==> src/rtl/fdc_fifo_pkg.sv <==
package fdc_fifo_pkg;
  typedef enum logic [1:0] {
    PH_CMD    = 2'd0,
    PH_EXEC   = 2'd1,
    PH_RESULT = 2'd2
  } phase_e;
endpackage

==> src/rtl/fdc_fifo_store.sv <==
module fdc_fifo_store #(
  parameter  int DEPTH = 16,
  parameter  int WIDTH = 8,
  localparam int AW    = $clog2(DEPTH),
  localparam int CW    = AW + 1
) (
  input  logic             clk_i,
  input  logic             rst_ni,
  input  logic             flush_i,
  input  logic             push_i,
  input  logic [WIDTH-1:0] wdata_i,
  input  logic             pop_i,
  output logic [WIDTH-1:0] rdata_o,
  output logic [CW-1:0]    count_o
);
  logic [WIDTH-1:0] mem_q [DEPTH];
  logic [AW-1:0]    wr_ptr_q, rd_ptr_q;
  logic [CW-1:0]    cnt_q;

  for (genvar i = 0; i < DEPTH; i++) begin : g_entry
    always_ff @(posedge clk_i) begin
      if (push_i && wr_ptr_q == AW'(i)) mem_q[i] <= wdata_i;
    end
  end

  always_ff @(posedge clk_i or negedge rst_ni) begin
    if (!rst_ni) begin
      wr_ptr_q <= '0;
      rd_ptr_q <= '0;
      cnt_q    <= '0;
    end else if (flush_i) begin
      wr_ptr_q <= '0;
      rd_ptr_q <= '0;
      cnt_q    <= '0;
    end else begin
      if (push_i) wr_ptr_q <= wr_ptr_q + 1'b1;
      if (pop_i)  rd_ptr_q <= rd_ptr_q + 1'b1;
      case ({push_i, pop_i})
        2'b10:   cnt_q <= cnt_q + 1'b1;
        2'b01:   cnt_q <= cnt_q - 1'b1;
        default: cnt_q <= cnt_q;
      endcase
    end
  end

  assign rdata_o = mem_q[rd_ptr_q];
  assign count_o = cnt_q;
endmodule

==> src/rtl/fdc_fifo_ctrl.sv <==
module fdc_fifo_ctrl
  import fdc_fifo_pkg::*;
#(
  parameter  int DEPTH = 16,
  localparam int TW    = $clog2(DEPTH),
  localparam int CW    = TW + 1
) (
  input  logic          clk_i,
  input  logic          rst_ni,
  input  logic [1:0]    phase_i,
  input  logic          dir_read_i,
  input  logic          cfg_we_i,
  input  logic          cfg_fifo_en_i,
  input  logic [TW-1:0] cfg_thresh_i,
  input  logic [CW-1:0] count_i,
  input  logic          host_wr_i,
  input  logic          host_rd_i,
  input  logic          disk_push_i,
  input  logic          disk_pop_i,
  input  logic          sector_end_i,
  output logic          flush_o,
  output logic          push_o,
  output logic          pop_o,
  output logic          to_host_o,
  output logic          rqm_o,
  output logic          drq_o,
  output logic          ovr_o,
  output logic          udr_o,
  output logic          pad_o,
  output logic          crc_req_o
);
  logic          fifo_en_q;
  logic [TW-1:0] thr_q;
  logic [1:0]    prev_q;
  logic          ovr_q, udr_q, pad_q, crc_q;

  logic          in_cmd, in_exec, in_res, to_host, err, halt, full, empty;
  logic          push_req, pop_req, ovr_ev, udr_ev;
  logic [CW-1:0] cap, thr_eff, free;

  always_comb begin
    in_cmd   = phase_i == PH_CMD;
    in_exec  = phase_i == PH_EXEC;
    in_res   = !in_cmd && !in_exec;
    flush_o  = in_exec && prev_q != PH_EXEC;
    to_host  = in_res || (in_exec && dir_read_i);
    cap      = (fifo_en_q && in_exec) ? CW'(DEPTH) : CW'(1);
    thr_eff  = (fifo_en_q && thr_q != '0) ? CW'(thr_q) : CW'(1);
    full     = count_i >= cap;
    empty    = count_i == '0;
    free     = cap - count_i;
    err      = ovr_q || udr_q;
    halt     = in_exec && err;
    push_req = to_host ? disk_push_i : host_wr_i;
    pop_req  = to_host ? host_rd_i : disk_pop_i;
    push_o   = push_req && !full && !flush_o && !halt;
    pop_o    = pop_req && !empty && !flush_o && !pad_q;
    ovr_ev   = in_exec && dir_read_i && disk_push_i && full && !flush_o && !err;
    udr_ev   = in_exec && !dir_read_i && disk_pop_i && empty && !flush_o && !err;
    rqm_o    = to_host ? !empty : (!full && !halt);
    // read: drain everything once aborted; write: stop requesting on error
    if (!in_exec)        drq_o = 1'b0;
    else if (dir_read_i) drq_o = !empty && (err || count_i >= cap - thr_eff);
    else                 drq_o = !halt && free >= thr_eff;
  end

  always_ff @(posedge clk_i or negedge rst_ni) begin
    if (!rst_ni) begin
      fifo_en_q <= 1'b0;
      thr_q     <= '0;
      prev_q    <= PH_CMD;
      ovr_q     <= 1'b0;
      udr_q     <= 1'b0;
      pad_q     <= 1'b0;
      crc_q     <= 1'b0;
    end else begin
      prev_q <= phase_i;
      crc_q  <= pad_q && sector_end_i && !in_cmd;
      if (cfg_we_i) begin
        fifo_en_q <= cfg_fifo_en_i;
        thr_q     <= cfg_thresh_i;
      end
      if (in_cmd) begin
        ovr_q <= 1'b0;
        udr_q <= 1'b0;
        pad_q <= 1'b0;
      end else begin
        if (ovr_ev) ovr_q <= 1'b1;
        if (udr_ev) begin
          udr_q <= 1'b1;
          pad_q <= 1'b1;
        end else if (sector_end_i) begin
          pad_q <= 1'b0;
        end
      end
    end
  end

  assign to_host_o = to_host;
  assign ovr_o     = ovr_q;
  assign udr_o     = udr_q;
  assign pad_o     = pad_q;
  assign crc_req_o = crc_q;
endmodule

==> src/rtl/fdc_data_fifo.sv <==
module fdc_data_fifo #(
  parameter  int DEPTH = 16,
  parameter  int WIDTH = 8,
  localparam int TW    = $clog2(DEPTH),
  localparam int CW    = TW + 1
) (
  input  logic             clk_i,
  input  logic             rst_ni,
  input  logic [1:0]       phase_i,
  input  logic             dir_read_i,
  input  logic             cfg_we_i,
  input  logic             cfg_fifo_en_i,
  input  logic [TW-1:0]    cfg_thresh_i,
  input  logic             host_wr_i,
  input  logic [WIDTH-1:0] host_wdata_i,
  input  logic             host_rd_i,
  output logic [WIDTH-1:0] host_rdata_o,
  output logic             rqm_o,
  output logic             dio_o,
  output logic             drq_o,
  input  logic             disk_push_i,
  input  logic [WIDTH-1:0] disk_wdata_i,
  input  logic             disk_pop_i,
  output logic [WIDTH-1:0] disk_rdata_o,
  input  logic             sector_end_i,
  output logic             drained_o,
  output logic             err_o,
  output logic             ovr_o,
  output logic             udr_o,
  output logic             pad_o,
  output logic             crc_req_o
);
  logic             flush, push, pop, to_host;
  logic [CW-1:0]    count;
  logic [WIDTH-1:0] head;

  fdc_fifo_ctrl #(.DEPTH(DEPTH)) i_ctrl (
    .clk_i, .rst_ni, .phase_i, .dir_read_i,
    .cfg_we_i, .cfg_fifo_en_i, .cfg_thresh_i,
    .count_i   (count),
    .host_wr_i, .host_rd_i, .disk_push_i, .disk_pop_i, .sector_end_i,
    .flush_o   (flush),
    .push_o    (push),
    .pop_o     (pop),
    .to_host_o (to_host),
    .rqm_o, .drq_o, .ovr_o, .udr_o, .pad_o, .crc_req_o
  );

  fdc_fifo_store #(.DEPTH(DEPTH), .WIDTH(WIDTH)) i_store (
    .clk_i, .rst_ni,
    .flush_i (flush),
    .push_i  (push),
    .wdata_i (to_host ? disk_wdata_i : host_wdata_i),
    .pop_i   (pop),
    .rdata_o (head),
    .count_o (count)
  );

  assign dio_o        = to_host;
  assign drained_o    = count == '0;
  assign err_o        = ovr_o || udr_o;
  assign host_rdata_o = head;
  assign disk_rdata_o = (pad_o || count == '0) ? '0 : head;
endmodule

==> config.mk <==
export PLATFORM = sky130hd
export DESIGN_NAME = fdc_data_fifo
export DESIGN_NICKNAME = d
export VERILOG_FILES = /design/src/rtl/fdc_fifo_pkg.sv /design/src/rtl/fdc_fifo_store.sv /design/src/rtl/fdc_fifo_ctrl.sv /design/src/rtl/fdc_data_fifo.sv
export SDC_FILE = /design/constraint.sdc
export NUM_CORES = 1
export LEC_CHECK = 0
export ABC_AREA = 1
export BUFFER_PORTS_ARGS = -buffer_cell sky130_fd_sc_hd__buf_2
export CELL_PAD_IN_SITES_DETAIL_PLACEMENT = 1
export CELL_PAD_IN_SITES_GLOBAL_PLACEMENT = 2
export CORE_MARGIN = 3
export CORE_UTILIZATION = 40
export DETAILED_ROUTE_END_ITERATION = 16
export PLACE_DENSITY = 0.85
export SYNTH_ARGS = -nofsm -noshare
export SYNTH_HDL_FRONTEND = slang
export SYNTH_SLANG_ARGS = --single-unit
==> constraint.sdc <==
create_clock -name clk_i -period 3.2 [get_ports clk_i]
set_clock_uncertainty 0.2 [all_clocks]
set_input_delay 0.16 -clock clk_i [delete_from_list [all_inputs] [get_ports clk_i]]
set_output_delay 0.16 -clock clk_i [all_outputs]
set_load 0.02 [all_outputs]
* After elaboration in Yosys (flattened, before gate mapping) *
Memory sizes are Yosys's and may differ from the RTL's.
Cells that the tools add are included.
Widths: inputs -> output; s select.

storage, ports and cells
  memory bits (writable) = 128
  output and inout port bits = 25
  bits in registers = 24
  memories kept = 1
  word-level logic and storage cells = 218
  input bits = 32

memories
  memory         depth  width  read ports  clocked after memory_dff  write ports  line                  text
  i_store.mem_q  16     8      1           0                         1            fdc_fifo_store.sv:16  logic [WIDTH-1:0] mem_q [DEPTH];

cells by class
  equality and inequality tests = 19
  reduce and logical (&&, ||, !) cells = 80
  $add $sub $neg = 6
  magnitude comparators = 3
  muxes and demuxes = 99

operators with widths
  kind                 count
  $mux 8               17
  $reduce_or 8->1      15
  $mux 4               20
  $mux 1               59
  $logic_and 1x1->1    42
  $eq 4x4->1 const B   8
  $eq 4x3->1 const B   4
  $ge 5x5->1           3
  $mux 5               2
  $pmux 5 s2           1
  $sub 5x5->5          2
  $logic_not 1->1      9
  $add 4x1->4 const B  2
  $eq 4x2->1 const B   2
  $reduce_bool 2->1    4
  $reduce_bool 3->1    2
  $add 5x1->5 const B  1
  $logic_not 5->1      1
  $sub 5x1->5 const B  1
  $eq 2x1->1 const B   2
  $eq 4x1->1 const B   1
  $logic_not 4->1      1
  $logic_or 1x1->1     4
  $reduce_bool 4->1    1
  3 further kinds      3

* Logic depth before layout (Yosys ltp) *
Gate-level depths: netlist (run 1).

  depth in word-level cells = 27
  mapped depth = 22
  gate-level depth less buffers = 22

* Hierarchy *
Synthesis (run 1) repeated with hierarchy kept, for this count alone.

second synthesis, totals
  cell total of the unflattened synthesis = 686
  area total of the unflattened synthesis = 7257.0 µm²

modules (own cells, without submodules)
  module          area an instance (µm²)  times used  seq. area each (µm²)  cells an instance
  fdc_fifo_store  5948.2                  1           4169.0                498
  fdc_fifo_ctrl   1083.5                  1           275.3                 155
  fdc_data_fifo   225.2                   1           0.0                   33

* Least setup slack after synthesis (run 1) *
No wires, ideal clock.

  path type = register to register
  start point = register i_ctrl.fifo_en_q
  end point = memory i_store.mem_q[11][0], enable pin
  data required time = 2.630 ns
  setup slack = 0.684 ns
  data arrival time = 1.946 ns
  period minus slack after synthesis = 2.516 ns
  library setup time = 0.370 ns
  buffers on the path = 0
  stages on the path, launching flop included = 9
  cell sequence = dfrtp_1 -> inv_1 -> nor2_1 -> ha_1 -> nand4_1 -> nand4_4 -> inv_4 -> nand2_1 -> nor2_1

on the way
  cells in the longest elaborated chain, start to end = 26
  elaborated cells between the ends (all ways) = 100
  classes of those cells = order compare: 1; mux: 63; reduce/logical: 36

RTL lines
  element                                                                 line                  text
  from (decl)                                                             fdc_fifo_ctrl.sv:32   logic fifo_en_q;
  from (signal assigned)                                                  fdc_fifo_ctrl.sv:80   fifo_en_q <= cfg_fifo_en_i;
  $logic_and 1x1->1 (*)                                                   fdc_fifo_ctrl.sv:47   cap = (fifo_en_q && in_exec) ? CW'(DEPTH) : CW'(1);
  $mux 5 (*)                                                              fdc_fifo_ctrl.sv:47
  $ge 5x5->1 (*)                                                          fdc_fifo_ctrl.sv:49   full = count_i >= cap;
  $logic_not 1->1 (*)                                                     fdc_fifo_ctrl.sv:56   push_o = push_req && !full && !flush_o && !halt;
  $logic_and 1x1->1 (*) (3 in a row)                                      fdc_fifo_ctrl.sv:56
  $logic_and 1x1->1                                                       fdc_fifo_store.sv:22  if (push_i && wr_ptr_q == AW'(i)) mem_q[i] <= wdata_i;
  $mux 1                                                                  fdc_fifo_store.sv:22
  $mux 1 (implied by the code)                                            fdc_fifo_store.sv:22
  $reduce_or 8->1 (no source line)                                        -
  $mux 4 (no source line) / $mux 1 (equally long branches) (15 in a row)  -
  to (decl)                                                               fdc_fifo_store.sv:16

Mark *: on every way between the ends. The rest lies on a longest branch, timed or not.

* Worst setup path after layout (run 1) *
  start point = register i_ctrl.fifo_en_q
  end point = output drq_o

on the way
  cells in the longest elaborated chain, start to end = 8
  elaborated cells between the ends (all ways) = 13
  classes of those cells = add/sub: 2; order compare: 2; mux: 4; reduce/logical: 5

RTL lines
  element                                      line                                      text
  $logic_and 1x1->1, on equally long branches  fdc_fifo_ctrl.sv:47, fdc_fifo_ctrl.sv:48
  $mux 5 / $mux 4 (equally long branches)      fdc_fifo_ctrl.sv:47, fdc_fifo_ctrl.sv:48
  $sub 5x5->5                                  fdc_fifo_ctrl.sv:63                       else if (dir_read_i) drq_o = !empty && (err || count_i >= cap - thr_eff);
  $ge 5x5->1                                   fdc_fifo_ctrl.sv:63
  $logic_or 1x1->1                             fdc_fifo_ctrl.sv:63
  $logic_and 1x1->1                            fdc_fifo_ctrl.sv:63
  $mux 1 (*)                                   fdc_fifo_ctrl.sv:63
  $mux 1 (*)                                   fdc_fifo_ctrl.sv:62                       if (!in_exec) drq_o = 1'b0;
  to (decl)                                    fdc_data_fifo.sv:20                       output logic drq_o,

Marked as above.

==> results by group, run 1 <==
Global routing
  – M3 GR Usage: 4.24%
  – GRT Total Usage: 21.6%
  – Gr ovfl total: 0
  – Vias in the first global route: ~5600
  – Met2 Use GR: 37.2%
  – Layer with the highest usage: met2
  – Initial antenna violation count: 0
  – GRT met1 Usage: ~27%
  – First-pass GRT wire length: approximately 30000 um
  – Largest net degree at the start of global routing: 57

Timing
  – Final setup TNS: 0 ps
  – Final hold vios: 0
  – Final period util: a little over nine tenths
  – Relative slew slack: between 40% and 50%
  – Hold Slack: between 70 and 80 ps
  – Slew Viols, Final: 0
  – RSZ-0062 raised after global routing: yes
  – Peak Freq: 328 MHz
  – Final setup viols: 0
  – Worst-Margin Slew: approximately 760 ps
  – Minimum clock period: ~3000 ps

Logic synthesis
  – Post-synth cell types: 42
  – Asr flop ratio synth: ~16%
  – Cells after synthesis: ~610
  – FF+latch count, synth: roughly 150
  – Mean Syn Cell Area: roughly 11 um2
  – Most used DFF post-synth: edfxtp_1
  – YS warnings: 0
  – Register area share after synthesis: between 60% and 70%
  – Synthesized Nets: 666
  – Post-synth EDFFs: 128
  – Post-Syn Area: around 6900 um2

Worst setup path
  – Crit Path Class: flop to primary output
  – CP bufs+invs: 3
  – Family with the most delay on the worst path: adder cells
  – CP dominant cell by count: ha_1
  – CP Capture Type: primary output
  – CP max FO: 4
  – Crit-path cells: inv_2 > nor2_4 > ha_1 > inv_1 > ha_1 > ha_1 > a21boi_0 > o21a_1 > o21ai_0 > o211ai_1 > nand2_1 > nand2_1 > buf_2
  – CP Data Arrival Time: between 2000 and 3000 ps
  – Crit path largest cell delay: ~380 ps
  – Slowest stage cell, crit path: dfrtp_1
  – Critical path launch point type: flop
  – CP required: between 2000 and 3000 ps

Layout
  – Post-route cell area: ~8400 um2
  – Area growth, synth to finish: 22.0%
  – # nets final: 763
  – Fin cells: 944
  – # diodes: 0
  – Share of layout cells above drive strength 1: between 20% and 30%
  – Area taken by multi-input logic gates: about 2200 um2
  – Filler cells: around 1800
  – Most common cell after layout, fill and taps aside: edfxtp_1
  – Commonest non-fill, non-tap cells in the layout: edfxtp_1, nand2_1, nor2_1, buf_2, o21ai_0
  – Reg area: approximately 4400 um2

Status
  – Status: completed

Power
  – P_leak: 0.00327 uW
  – Total power: ~7000 uW
  – PD cells: between 800 and 900 nW/um2
  – Max IR drop VDD: roughly 0.5 mV

Clock network
  – Clock Path Buffers: 2
  – H-tree levels: 4
  – Root Driver: clkbuf_16
  – CTS sink cnt: 152
  – TritonCTS clock tree: done
  – CTS buffer count: 17
  – Clk_lat worst skew: roughly 430 ps
  – Clock-pin transition on the worst setup and hold timing paths: around 70 ps

Placement
  – Detail Placement HPWL: 13100 um
  – Placed insts: 890
  – Port bufs: 56
  – RePlAce Congestion: ~0.83
  – Placed cell area: approximately 7600 um2

Drt
  – Vias: 5195
  – Detailed-route wire length: 19200 um
  – Final ANT Viol Nets: 0
  – Initial DRT Pass Iterations: 4
  – Residual DRC: 0
  – DR WL/cell: 20.4 um
  – Initial drt markers: 328
  – Vias per inst: between 5 and 6

Floorplanning
  – Die Ht: roughly 140 um
  – Die area: approximately 19000 um2
  – Initial Util: between 40 and 50%
  – Die X: 137 um
  – IO Pins: 57
  – Row count: 47
  – Core Footprint: ~17000 um2

Flow run
  – MaxCap Viol Count: 0

Worst hold path
  – Hold WC Path Type: primary input to asynchronous set/reset pin
-- area by class of cell --
class,instances,area share [%]
repair buffers,102,8.37
inverters,45,2.08
flip-flops and latches,152,52.7
clock inverters,15,2.08
well taps,220,3.27
clock buffers,17,5.05
multi-input cells,393,26.4
-- metal layers --
layer  up-vias  share of wire [%]
li1       2398                  -
met1      2612                 42
met2       155                 51
met3        30                5.2
met4         0                2.1
met5         -                  0
-- state kept, by name, indices dropped and copies added (netlist names) --
name              flops
i_ctrl.prev_q         2
i_store.count_o       5
i_ctrl.crc_req_o      1
i_store.rd_ptr_q      4
i_ctrl.fifo_en_q      1
i_ctrl.ovr_o          1
i_ctrl.pad_o          1
i_store.wr_ptr_q      4
i_ctrl.udr_o          1
i_ctrl.thr_q          4
i_store.mem_q       128
-- cells by family (layout without fill, tap and decap cells) --
logic type                 after synthesis  after routing  share of synthesized area, %
and+or+nand+nor                        226            226                          14.7
DFF                                    152            152                          64.3
AOI/OAI and AO/OA                      131            131                          11.1
buffers and inverters                   69            179                          3.91
adders and majority gates               20             20                          3.62
muxes                                    9              9                          1.47
xor gates and xnor gates                 7              7                         0.887
-- final timing paths --
kind | start | end | slack (ps) | depth (start not counted)
max | i_ctrl.fifo_en_q | drq_o | 150 | 13
min | rst_ni | i_ctrl.thr_q[1] | 70 | 2
max reg2reg | i_ctrl.fifo_en_q | i_store.count_o[4] | 420 | 19
min reg2reg | i_ctrl.pad_o | i_ctrl.crc_req_o | 340 | 2
max in group asynchronous | rst_ni | i_store.rd_ptr_q[0] | 2280 | 2
min in group clk_i | phase_i[1] | i_store.wr_ptr_q[3] | 110 | 5
-- worst reg2reg max path: cells and delay by family (launching register included) --
kind | cells | cell delay, ps
and+or+nand+nor | 13 | 1270
adders and majority gates | 2 | 520
DFF | 1 | 400
buffers and inverters | 4 | 300
-- power breakdown --
group | total (uW) | switching [uW] | internal [uW]
Combinational | 2510 | 1680 | 827
Sequential | 2440 | 172 | 2270
Clock | 2040 | 867 | 1180
-- metrics by stage --
stage | worst slack (ps) | util [%]
final | 152 | 50.3
after global routing | -35.8 | 50.3
after CTS | 8.55 | 50.1
after detailed placement | 227 | 45.2
after global placement | 397 | 45.2
after floorplan | 684 | -
-- synth_stat cells (2+ instances only) --
cell      count  area share [%]
buf_2         7            0.51
ha_1         20             3.6
a221oi_1      9             1.1
o21a_1        2            0.22
nand2_4       2            0.33
o21ai_0      48             3.5
nand4_1       9            0.81
dfrtp_1      24             8.7
o211ai_1      2            0.22
clkbuf_1     17            0.92
nor3_1        2            0.14
inv_2         5            0.27
nand3_1      28             2.0
nand3b_1      2            0.22
nor2_4        3            0.49
edfxtp_1    128              56
nand2_1     107             5.8
nor2_1       60             3.3
o221ai_1      7            0.89
xnor2_1       4            0.51
o21ai_1      11            0.80
xor2_1        3            0.38
nor2_2        3            0.27
a21oi_1      34             2.5
a31oi_1       2            0.18
inv_1        38             2.1
mux2_2        9             1.5
o22ai_1      10            0.90
nand2_2       5            0.45
-- repair_timing --
item                                    in CTS  in global routing
buffers inserted                             0                  0
hold buffers                                22                  0
hold endpoints to repair                    35                  0
gates cloned                                 0                  0
pin swaps                                    0                  2
gates resized for setup                      1                  9
endpoints found under the setup margin       1                  4
(Power assumes the default switching activity.)
==> run 2, diff against run 1 <==
- ABC_AREA: 1 -> unset
- CORE_UTILIZATION: 40 -> 43
==> run 2 against run 1 <==
The run now ends with negative setup slack left. First-iteration DRC count is 10% higher. Via count is 15% lower. Clock power hardly changed. Final cell count is 16% lower. Register-to-register slack worse by 250 ps. Hold slack worse by 40 ps. Count of clock-buffer cells in the layout is 2 higher. Sequential power hardly changed. Flip-flop and latch count stayed put.
==> results by group, run 2 <==
Status
  – Status: finished, violations left
  – Failing checks: negative setup slack

Layout
  – Largest register FFs: ~130
  – Most common cell after layout, fill and taps aside: edfxtp_1
  – Area growth, synth to finish: 22.0%
  – Commonest non-fill, non-tap cells in the layout: edfxtp_1, buf_2, nand2_1, buf_4, mux4_2
  – # nets final: 622
  – Filler cells: roughly 1500
  – # diodes: 0
  – Largest Register: i_store.mem_q
  – Share of layout cells above drive strength 1: between 30% and 40%

Floorplanning
  – Die Ht: roughly 130 um
  – IO Pins: 57
  – Die X: 133 um
  – Row count: 45
  – Initial Util: between 40 and 50%
  – Core Footprint: ~16000 um2
  – Die area: 17800 um2

Placement
  – Port bufs: 56
  – RePlAce Congestion: 0.807
  – DP Worst Slack: -54.5 ps
  – Detail Placement HPWL: roughly 12000 um

Worst setup path
  – Slowest stage cell, crit path: dfrtp_1
  – CP max FO: 2
  – CP Data Arrival Time: about 2900 ps
  – Reg2reg end: i_store.count_o[2]
  – Worst reg2reg startpoint: i_ctrl.fifo_en_q
  – CP Capture Type: primary output
  – Critical path launch point type: flop
  – R2R setup slack: about 170 ps
  – Crit path largest cell delay: between 400 and 500 ps
  – Crit-path cells: o311ai_4 > ha_4 > inv_2 > ha_4 > inv_2 > ha_4 > a21o_1 > a21o_1 > a21o_1 > a211oi_2 > o41ai_2 > buf_4
  – Crit Path Class: flop to primary output
  – Worst reg-to-reg path cell count: 11
  – CP required: ~2800 ps

Worst hold path
  – Hold Path Sink: i_ctrl.ovr_o
  – Hold depth: 5
  – Hold wc startpoint: disk_push_i
  – Hold WC Path Type: primary input to flop

Timing
  – RSZ-0062 raised after global routing: yes
  – Final setup TNS: -42.3 ps
  – Relative slew slack: a little under half
  – Final setup viols: 1
  – Final hold vios: 0
  – Final period util: 101%
  – Minimum clock period: approximately 3200 ps
  – Peak Freq: 308 MHz
  – Final worst slack: -42.3 ps
  – Worst-Margin Slew: 795 ps
  – Slew Viols, Final: 0

Clock network
  – Clk_lat worst skew: 420 ps
  – H-tree levels: 4
  – Clock-pin transition on the worst setup and hold timing paths: 60 ps
  – CTS buffer count: 17
  – Clock Path Buffers: 2
  – TritonCTS clock tree: done
  – Root Driver: clkbuf_16
  – CTS sink cnt: approximately 150

Logic synthesis
  – Post-synth cell types: 55
  – Synth top area cells: edfxtp_1, dfrtp_1, mux4_2, ha_1, mux2_2
  – Register area share after synthesis: a little under two thirds
  – Cells after synthesis: about 480
  – Most used DFF post-synth: edfxtp_1
  – Post-synth EDFFs: around 130
  – Synth area leader: edfxtp_1
  – Mean Syn Cell Area: around 15 um2
  – Synthesized Nets: around 530
  – Post-Syn Area: 6990 um2
  – Top-count cell post-synth: edfxtp_1
  – Yosys top cell area share: a little under three fifths
  – YS warnings: 0
  – FF+latch count, synth: 152
  – Asr flop ratio synth: around 16%
  – Commonest cells in the netlist: edfxtp_1, nand2_1, dfrtp_1, mux4_2, nor2_1

Global routing
  – Initial antenna violation count: 0
  – Gr ovfl total: 0
  – Largest net degree at the start of global routing: 25
  – GRT Total Usage: slightly above 20%
  – Vias in the first global route: slightly below 5000
  – First-pass GRT wire length: 27500 um

Flow run
  – MaxCap Viol Count: 0

Drt
  – Vias per inst: roughly 5.6
  – DR WL/cell: 21.8 um
  – Residual DRC: 0
  – Vias: ~4400
  – Final ANT Viol Nets: 0
  – Detailed-route wire length: between 15000 and 20000 um
  – Initial drt markers: about 360
  – Initial DRT Pass Iterations: 4

Power
  – Max IR drop VDD: roughly 0.4 mV
  – PD cells: around 830 nW/um2
  – P_leak: approximately 0.0032 uW
  – Total power: 7050 uW
run 2: worst max-delay path by stage:
stage	from	end	cells after the start
floorplan	phase_i[0]	i_store.count_o[2]	14
global placement	i_ctrl.thr_q[1]	drq_o	12
detailed placement	i_ctrl.thr_q[1]	drq_o	12
CTS	i_ctrl.thr_q[2]	drq_o	12
global route	i_ctrl.thr_q[1]	drq_o	12
finish	i_ctrl.thr_q[1]	drq_o	12
run 2: report_power, final:
part | internal (uW) | total [uW] | leakage [uW] | switching (uW)
Combinational | 1150 | 2570 | 0.00141 | 1420
Clock | 1240 | 2050 | 0.000287 | 813
Sequential | 2280 | 2430 | 0.00146 | 153
run 2: worst max-delay path, delay by kind of cell (launching register included):
kind | cells | cell delay [ps]
AOI/OAI and AO/OA | 6 | 1140
adders and majority gates | 3 | 650
buffers and inverters | 3 | 250
DFF | 1 | 410
run 2: cell families after synthesis:
| kind of cell | after synthesis | share of synthesized area [%] |
|---|---|---|
| multiplexers | 46 | 11.2 |
| buffers and inverters | 39 | 2.51 |
| AND/OR/NAND/NOR | 146 | 10.9 |
| flip-flops | 152 | 63.6 |
| AO/OA/AOI/OAI | 60 | 6.64 |
| XOR/XNOR | 12 | 1.50 |
| adder cells (fa/ha/maj) | 20 | 3.58 |
run 2: cell type report:
class / instances / area (um2) / share of cell area, %
clock buffer: 19 / 433 / 5.08
clock inverter: 13 / 166 / 1.95
inverter: 14 / 52.6 / 0.616
multi-input combinational: 284 / 2480 / 29.1
sequential: 152 / 4450 / 52.2
tap: 211 / 264 / 3.10
timing repair buffer: 101 / 678 / 7.95
run 2: what timing repair did:
action                                 in CTS  in global routing
resized for setup                           9                  9
pin swaps                                   9                  5
endpoints found under the hold margin      35                  0
setup endpoints to repair                   1                  8
buffers inserted                            2                  1
hold buffers                               18                  0
run 2: metrics by stage:
step	utilization (%)	cell area (um2)	hold slack, ps	instances
floorplan	-	7000	-336	475
global placement	49.0	7610	1.72	741
detailed placement	49.0	7610	-7.42	741
CTS	54.4	8460	14.2	793
global route	54.9	8530	57.9	794
finish	54.9	8530	31.8	794
run 2: routing by layer:
layer  global-route usage [%]  share of wire [%]
met1                     27.5                 44
met2                     33.9                 50
met3                     3.47                4.0
met4                     6.29                1.5
met5                        0                  0
